--- src/rtl/spi_poll_pkg.sv ---
package spi_poll_pkg;
  localparam int FRAME_W = 16;
  localparam int DATA_W  = 12;

  typedef enum logic [2:0] {
    ST_IDLE, ST_SETUP, ST_LOW, ST_HIGH, ST_HOLD, ST_QUIET
  } poll_st_e;

  // command word: write flag, fixed pattern, channel select, coding choice
  function automatic logic [FRAME_W-1:0] make_cmd(input logic [1:0] ch, input logic ofs);
    return {1'b1, 1'b0, 2'b00, ch, 2'b11, 2'b00, 1'b0, ofs, 4'b0000};
  endfunction
endpackage

--- src/rtl/spi_poll_ticker.sv ---
module spi_poll_ticker #(
  parameter int W = 8
) (
  input  logic         clk,
  input  logic         rst,
  input  logic         clr,
  input  logic [W-1:0] limit,
  output logic         done
);
  logic [W-1:0] cnt_q;

  // limit of zero behaves as one
  assign done = ({1'b0, cnt_q} + (W+1)'(1)) >= {1'b0, limit};

  always_ff @(posedge clk) begin
    if (rst || clr) cnt_q <= '0;
    else            cnt_q <= cnt_q + 1'b1;
  end
endmodule

--- src/rtl/spi_poll_shift.sv ---
module spi_poll_shift #(
  parameter int W = 16
) (
  input  logic         clk,
  input  logic         rst,
  input  logic         load,
  input  logic [W-1:0] load_word,
  input  logic         tx_step,
  input  logic         rx_step,
  input  logic         rx_in,
  output logic         tx_out,
  output logic [W-1:0] rx_word
);
  logic [W-1:0] tx_q, rx_q;

  always_ff @(posedge clk) begin
    if (rst) begin
      tx_q <= '0;
      rx_q <= '0;
    end else begin
      if (load)         tx_q <= load_word;
      else if (tx_step) tx_q <= {tx_q[W-2:0], 1'b0};
      if (rx_step)      rx_q <= {rx_q[W-2:0], rx_in};
    end
  end

  assign tx_out  = tx_q[W-1];
  assign rx_word = rx_q;
endmodule

--- src/rtl/spi_poll_master.sv ---
module spi_poll_master
  import spi_poll_pkg::*;
#(
  parameter int DIV_W   = 8,
  parameter int QUIET_W = 8
) (
  input  logic               clk,
  input  logic               rst,
  input  logic               req_valid,
  input  logic [1:0]         req_chan,
  input  logic               req_offset,
  output logic               req_ready,
  input  logic [DIV_W-1:0]   half_period,
  input  logic [QUIET_W-1:0] quiet_cycles,
  output logic               cs_n,
  output logic               sclk,
  output logic               mosi,
  input  logic               miso,
  output logic               res_valid,
  output logic [DATA_W-1:0]  res_data,
  output logic [1:0]         res_chan,
  output logic               res_err
);
  localparam int CNT_W = (DIV_W > QUIET_W) ? DIV_W : QUIET_W;
  localparam int BIT_W = $clog2(FRAME_W + 1);

  poll_st_e             state_q;
  logic [DIV_W-1:0]     div_q;
  logic [QUIET_W-1:0]   quiet_q;
  logic [1:0]           cur_chan_q, prev_chan_q;
  logic                 prev_valid_q;
  logic [BIT_W-1:0]     bit_cnt_q;
  logic                 cs_n_q, sclk_q;
  logic [CNT_W-1:0]     limit;
  logic                 tick_done, tick_clr;
  logic                 accept, last_bit;
  logic                 rx_step, tx_step;
  logic [FRAME_W-1:0]   rx_word;

  assign accept   = (state_q == ST_IDLE) && req_valid;
  assign last_bit = (bit_cnt_q == BIT_W'(FRAME_W));
  assign limit    = (state_q == ST_QUIET) ? CNT_W'(quiet_q) : CNT_W'(div_q);
  assign tick_clr = (state_q == ST_IDLE) || tick_done;
  assign rx_step  = ((state_q == ST_SETUP) || (state_q == ST_HIGH)) && tick_done;
  assign tx_step  = (state_q == ST_LOW) && tick_done && !last_bit;

  spi_poll_ticker #(.W(CNT_W)) u_tick (
    .clk   (clk),
    .rst   (rst),
    .clr   (tick_clr),
    .limit (limit),
    .done  (tick_done)
  );

  spi_poll_shift #(.W(FRAME_W)) u_shift (
    .clk       (clk),
    .rst       (rst),
    .load      (accept),
    .load_word (make_cmd(req_chan, req_offset)),
    .tx_step   (tx_step),
    .rx_step   (rx_step),
    .rx_in     (miso),
    .tx_out    (mosi),
    .rx_word   (rx_word)
  );

  always_ff @(posedge clk) begin
    if (rst) begin
      state_q      <= ST_IDLE;
      div_q        <= '0;
      quiet_q      <= '0;
      cur_chan_q   <= '0;
      prev_chan_q  <= '0;
      prev_valid_q <= 1'b0;
      bit_cnt_q    <= '0;
      cs_n_q       <= 1'b1;
      sclk_q       <= 1'b1;
      res_valid    <= 1'b0;
      res_data     <= '0;
      res_chan     <= '0;
      res_err      <= 1'b0;
    end else begin
      res_valid <= 1'b0;
      unique case (state_q)
        ST_IDLE: if (req_valid) begin
          div_q      <= half_period;
          quiet_q    <= quiet_cycles;
          cur_chan_q <= req_chan;
          bit_cnt_q  <= '0;
          cs_n_q     <= 1'b0;
          state_q    <= ST_SETUP;
        end
        ST_SETUP, ST_HIGH: if (tick_done) begin
          sclk_q    <= 1'b0;
          bit_cnt_q <= bit_cnt_q + 1'b1;
          state_q   <= ST_LOW;
        end
        ST_LOW: if (tick_done) begin
          sclk_q  <= 1'b1;
          state_q <= last_bit ? ST_HOLD : ST_HIGH;
        end
        ST_HOLD: if (tick_done) begin
          cs_n_q       <= 1'b1;
          res_valid    <= prev_valid_q;
          res_data     <= rx_word[DATA_W-1:0];
          res_chan     <= rx_word[DATA_W+1:DATA_W];
          res_err      <= prev_valid_q &&
                          ((rx_word[FRAME_W-1:FRAME_W-2] != 2'b00) ||
                           (rx_word[DATA_W+1:DATA_W] != prev_chan_q));
          prev_chan_q  <= cur_chan_q;
          prev_valid_q <= 1'b1;
          state_q      <= ST_QUIET;
        end
        ST_QUIET: if (tick_done) state_q <= ST_IDLE;
        default: state_q <= ST_IDLE;
      endcase
    end
  end

  assign cs_n      = cs_n_q;
  assign sclk      = sclk_q;
  assign req_ready = (state_q == ST_IDLE);
endmodule

--- config.mk ---
export PLATFORM = sky130hd
export DESIGN_NAME = spi_poll_master
export DESIGN_NICKNAME = d
export VERILOG_FILES = /design/src/rtl/spi_poll_pkg.sv /design/src/rtl/spi_poll_ticker.sv /design/src/rtl/spi_poll_shift.sv /design/src/rtl/spi_poll_master.sv
export SDC_FILE = /design/constraint.sdc
export NUM_CORES = 1
export LEC_CHECK = 0
export BUFFER_PORTS_ARGS = -buffer_cell sky130_fd_sc_hd__buf_2
export CAP_MARGIN = 20
export CORE_MARGIN = 2
export CORE_UTILIZATION = 40
export CTS_BUF_LIST = sky130_fd_sc_hd__clkbuf_8 sky130_fd_sc_hd__clkbuf_16
export CTS_CLUSTER_DIAMETER = 200
export DETAILED_ROUTE_END_ITERATION = 12
export GPL_TIMING_DRIVEN = 0
export SLEW_MARGIN = 10
export SYNTH_ARGS = -nofsm -noshare
export SYNTH_HDL_FRONTEND = slang
export SYNTH_SLANG_ARGS = --single-unit
export TNS_END_PERCENT = 50
--- constraint.sdc ---
create_clock -name clk -period 4.55 [get_ports clk]
set_clock_uncertainty 0.15 [all_clocks]
set_input_delay 1.1375 -clock clk [delete_from_list [all_inputs] [get_ports clk]]
set_output_delay 1.1375 -clock clk [all_outputs]
set_load 0.03 [all_outputs]
==> metrics.txt <==
DR vias/cell=4.95; crit path time final=4.07 ns; Peak VDD IR=0.000231 V; CP max stage delay=0.44 ns; total congestion overflow=0; crit path kind=reg -> reg; Synth top cells by count=dfxtp_1 (83), mux2i_1 (51), nand2_1 (51); initial antenna violation count=0; dominant synthesized flop cell=dfxtp_1; TNS Setup=0 ns; top-count cell post-synth=dfxtp_1; Post-synth EDFFs=0; crit path capture type=flip-flop; initial core utilization=40.6%; Net Count, Synth=410; critical-path cell list=clkbuf_1 -> nor2b_1 -> nand2_1 -> mux2_2 -> ha_1 -> nor2b_1 -> o21ai_0 -> nand2_1 -> a211oi_1 -> buf_4 -> buf_4 -> mux2i_1 -> nor2_1; fin worst setup slack=0.482 ns; Avg Synthesized Cell Area=9.29 um2; CTS tree=yes; FP Rows=34; Yosys warnings=0; y dimension of the die=97.4 um; global-route wire length before repair=12,400 um; via count of the first global-routing pass=2,589; H-tree depth=3; slew margin rel.=30.0%; Synth area leaders=dfxtp_1 (48%), mux2i_1 (15%), nand2_1 (5.5%); startpoint types=flip-flop; clk buf depth=2; io pins=43; Core Footprint=8590 um2; Nets=462; Final GP Congestion=0.825; Slew @ Worst Pin=1.04 ns; setup violators final=0; delay-heaviest family, CP=simple AND/OR/NAND/NOR gates; setup bufs post-CTS=0; status=finished clean; largest net degree at the start of global routing=15; dpl hpwl=5270 um; highest clock rate=246 MHz; post-CTS sizing=0; fin. max-slew vios=0; unrepaired setup endpoints after global routing=no; Syn Std Cell Area=3490 um2; flops & latches, synth=83; die area=9490 um2; max_cap viols=0; CP bufs+invs=3; 1st-iter DRT viols=63; Cells after Synth=376; Antenna Cells=0; Leakage=1.66 nW; Yosys top cell by area=dfxtp_1; top cell type's share of synthesized area=47.6%; CP arrival=4.15 ns; residual DRC count=0; Hold Crit Class=reg -> reg; # fillers=855; CTS Buf Count=9; Hold WS=0.308 ns; first-pass detailed-route iteration total=4; clock-pin slew on the worst setup and hold paths=0.08 ns; clock sink count=83; Post-Place Setup Slack=0.549 ns; register area share after synthesis=47.6%; Synth async-reset ratio=0%; WL final=7330 um; Skew-Pair Late Insertion Delay=0.35 ns; Area Growth Syn to Fin=15.9%; endpoints failing hold=0; I/O Buffers=41; Die Span X=97.4 um; Required @ worst endpoint=4.63 ns; post-synth cell types=44; layout cells sized above 1=15.2%; GRT Overall Usage=16.1%; DRT antenna net count=0; clock root buffer=clkbuf_8; CTS Hold Buffers Added=0; crit-path max FO=10; Crit-path slowest cell=a211oi_1; vias=2,679; WL per Instance=13.6 um; P per Cell Area=414 nW/um2; crit share post-route=89.4%
==> worst paths after layout <==
path / startpoint / end / slack, ns / depth (start not counted)
min: div_q[5]$_SDFFE_PP0P_ / div_q[5]$_SDFFE_PP0P_ / 0.31 / 2
max reg2reg: state_q[2]$_SDFFE_PP0P_ / u_shift.rx_word[11]$_SDFFE_PP0P_ / 0.48 / 13
max: state_q[2]$_SDFFE_PP0P_ / u_shift.rx_word[11]$_SDFFE_PP0P_ / 0.48 / 13
min reg2reg: div_q[5]$_SDFFE_PP0P_ / div_q[5]$_SDFFE_PP0P_ / 0.31 / 2
==> where the power goes <==
part	internal, W	switching, W
logic	0.000113	0.000196
clock network	0.000309	0.000270
registers	0.000767	0.0000228
==> registers in the layout, indices dropped and copies added, names as in the netlist <==
signal,count
res_chan,2
u_shift.rx_word,16
state_q,3
div_q,8
res_err,1
u_tick.cnt_q,8
prev_chan_q,2
res_data,12
cs_n,1
res_valid,1
sclk,1
bit_cnt_q,5
prev_valid_q,1
u_shift.tx_q,12
cur_chan_q,2
quiet_q,8
==> area by class of cell <==
type / instances / area (um2) / share of cell area, %
tap: 108 / 135 / 3.34
sequential: 83 / 1660 / 41.1
clock buffer: 9 / 124 / 3.06
inverter: 7 / 26.3 / 0.649
timing repair buffer: 41 / 205 / 5.07
multi-input combinational: 263 / 1690 / 41.8
clock inverter: 7 / 91.3 / 2.26
buffer: 23 / 111 / 2.75
==> cell families after synthesis <==
family                     after synthesis  synth area share [%]
AOI/OAI and AO/OA                       54                  10.0
xor gates and xnor gates                 9                  2.26
adders and majority gates               11                  3.94
buffers and inverters                   30                  3.94
DFF                                     83                  47.6
muxes                                   52                  14.9
and+or+nand+nor                        137                  17.3
==> per-stage QoR <==
| step | util (%) | power [W] | std cells | area [um2] |
|---|---|---|---|---|
| finish | 47.1 | 0.00168 | 541 | 4050 |
| global route | 47.1 | 0.00177 | 541 | 4050 |
| CTS | 47.1 | 0.00170 | 541 | 4050 |
| detailed placement | 44.6 | 0.00112 | 525 | 3830 |
| global placement | 44.6 | 0.00111 | 525 | 3830 |
| floorplan | - | 0.00103 | 376 | 3490 |
==> routing by layer <==
layer	routed length [um]	GRT usage (%)	part of all wire (%)
met1	3590	21.7	49
met2	3310	25.1	45
met3	302	4.10	4.1
met4	133	5.88	1.8
met5	0	0	0
==> worst min-delay path: cells and delay by family, from the launching register on <==
family / cells / cell delay (ns)
and+or+nand+nor: 1 / 0.05
DFF: 1 / 0.32
AOI/OAI and AO/OA: 1 / 0.05
==> cell usage in the layout (no fill, tap or decap), types with 2 or more instances in the layout <==
master / instances
o21a_1: 2
dfxtp_1: 83
nand4_1: 2
or3_1: 3
a2111oi_1: 2
a21o_1: 2
buf_6: 2
a21oi_1: 32
clkinv_2: 2
buf_4: 2
ha_1: 11
nand2b_1: 5
nor2b_1: 9
and3_1: 2
o21ai_0: 2
buf_2: 43
bufinv_16: 2
nor3_1: 3
inv_6: 2
nand3_1: 5
clkbuf_1: 17
a211oi_1: 3
nor2_1: 50
clkbuf_8: 9
mux2i_1: 51
inv_1: 8
nand2_1: 51
xnor2_1: 5
xor2_1: 4
(Power assumes the default switching activity.)
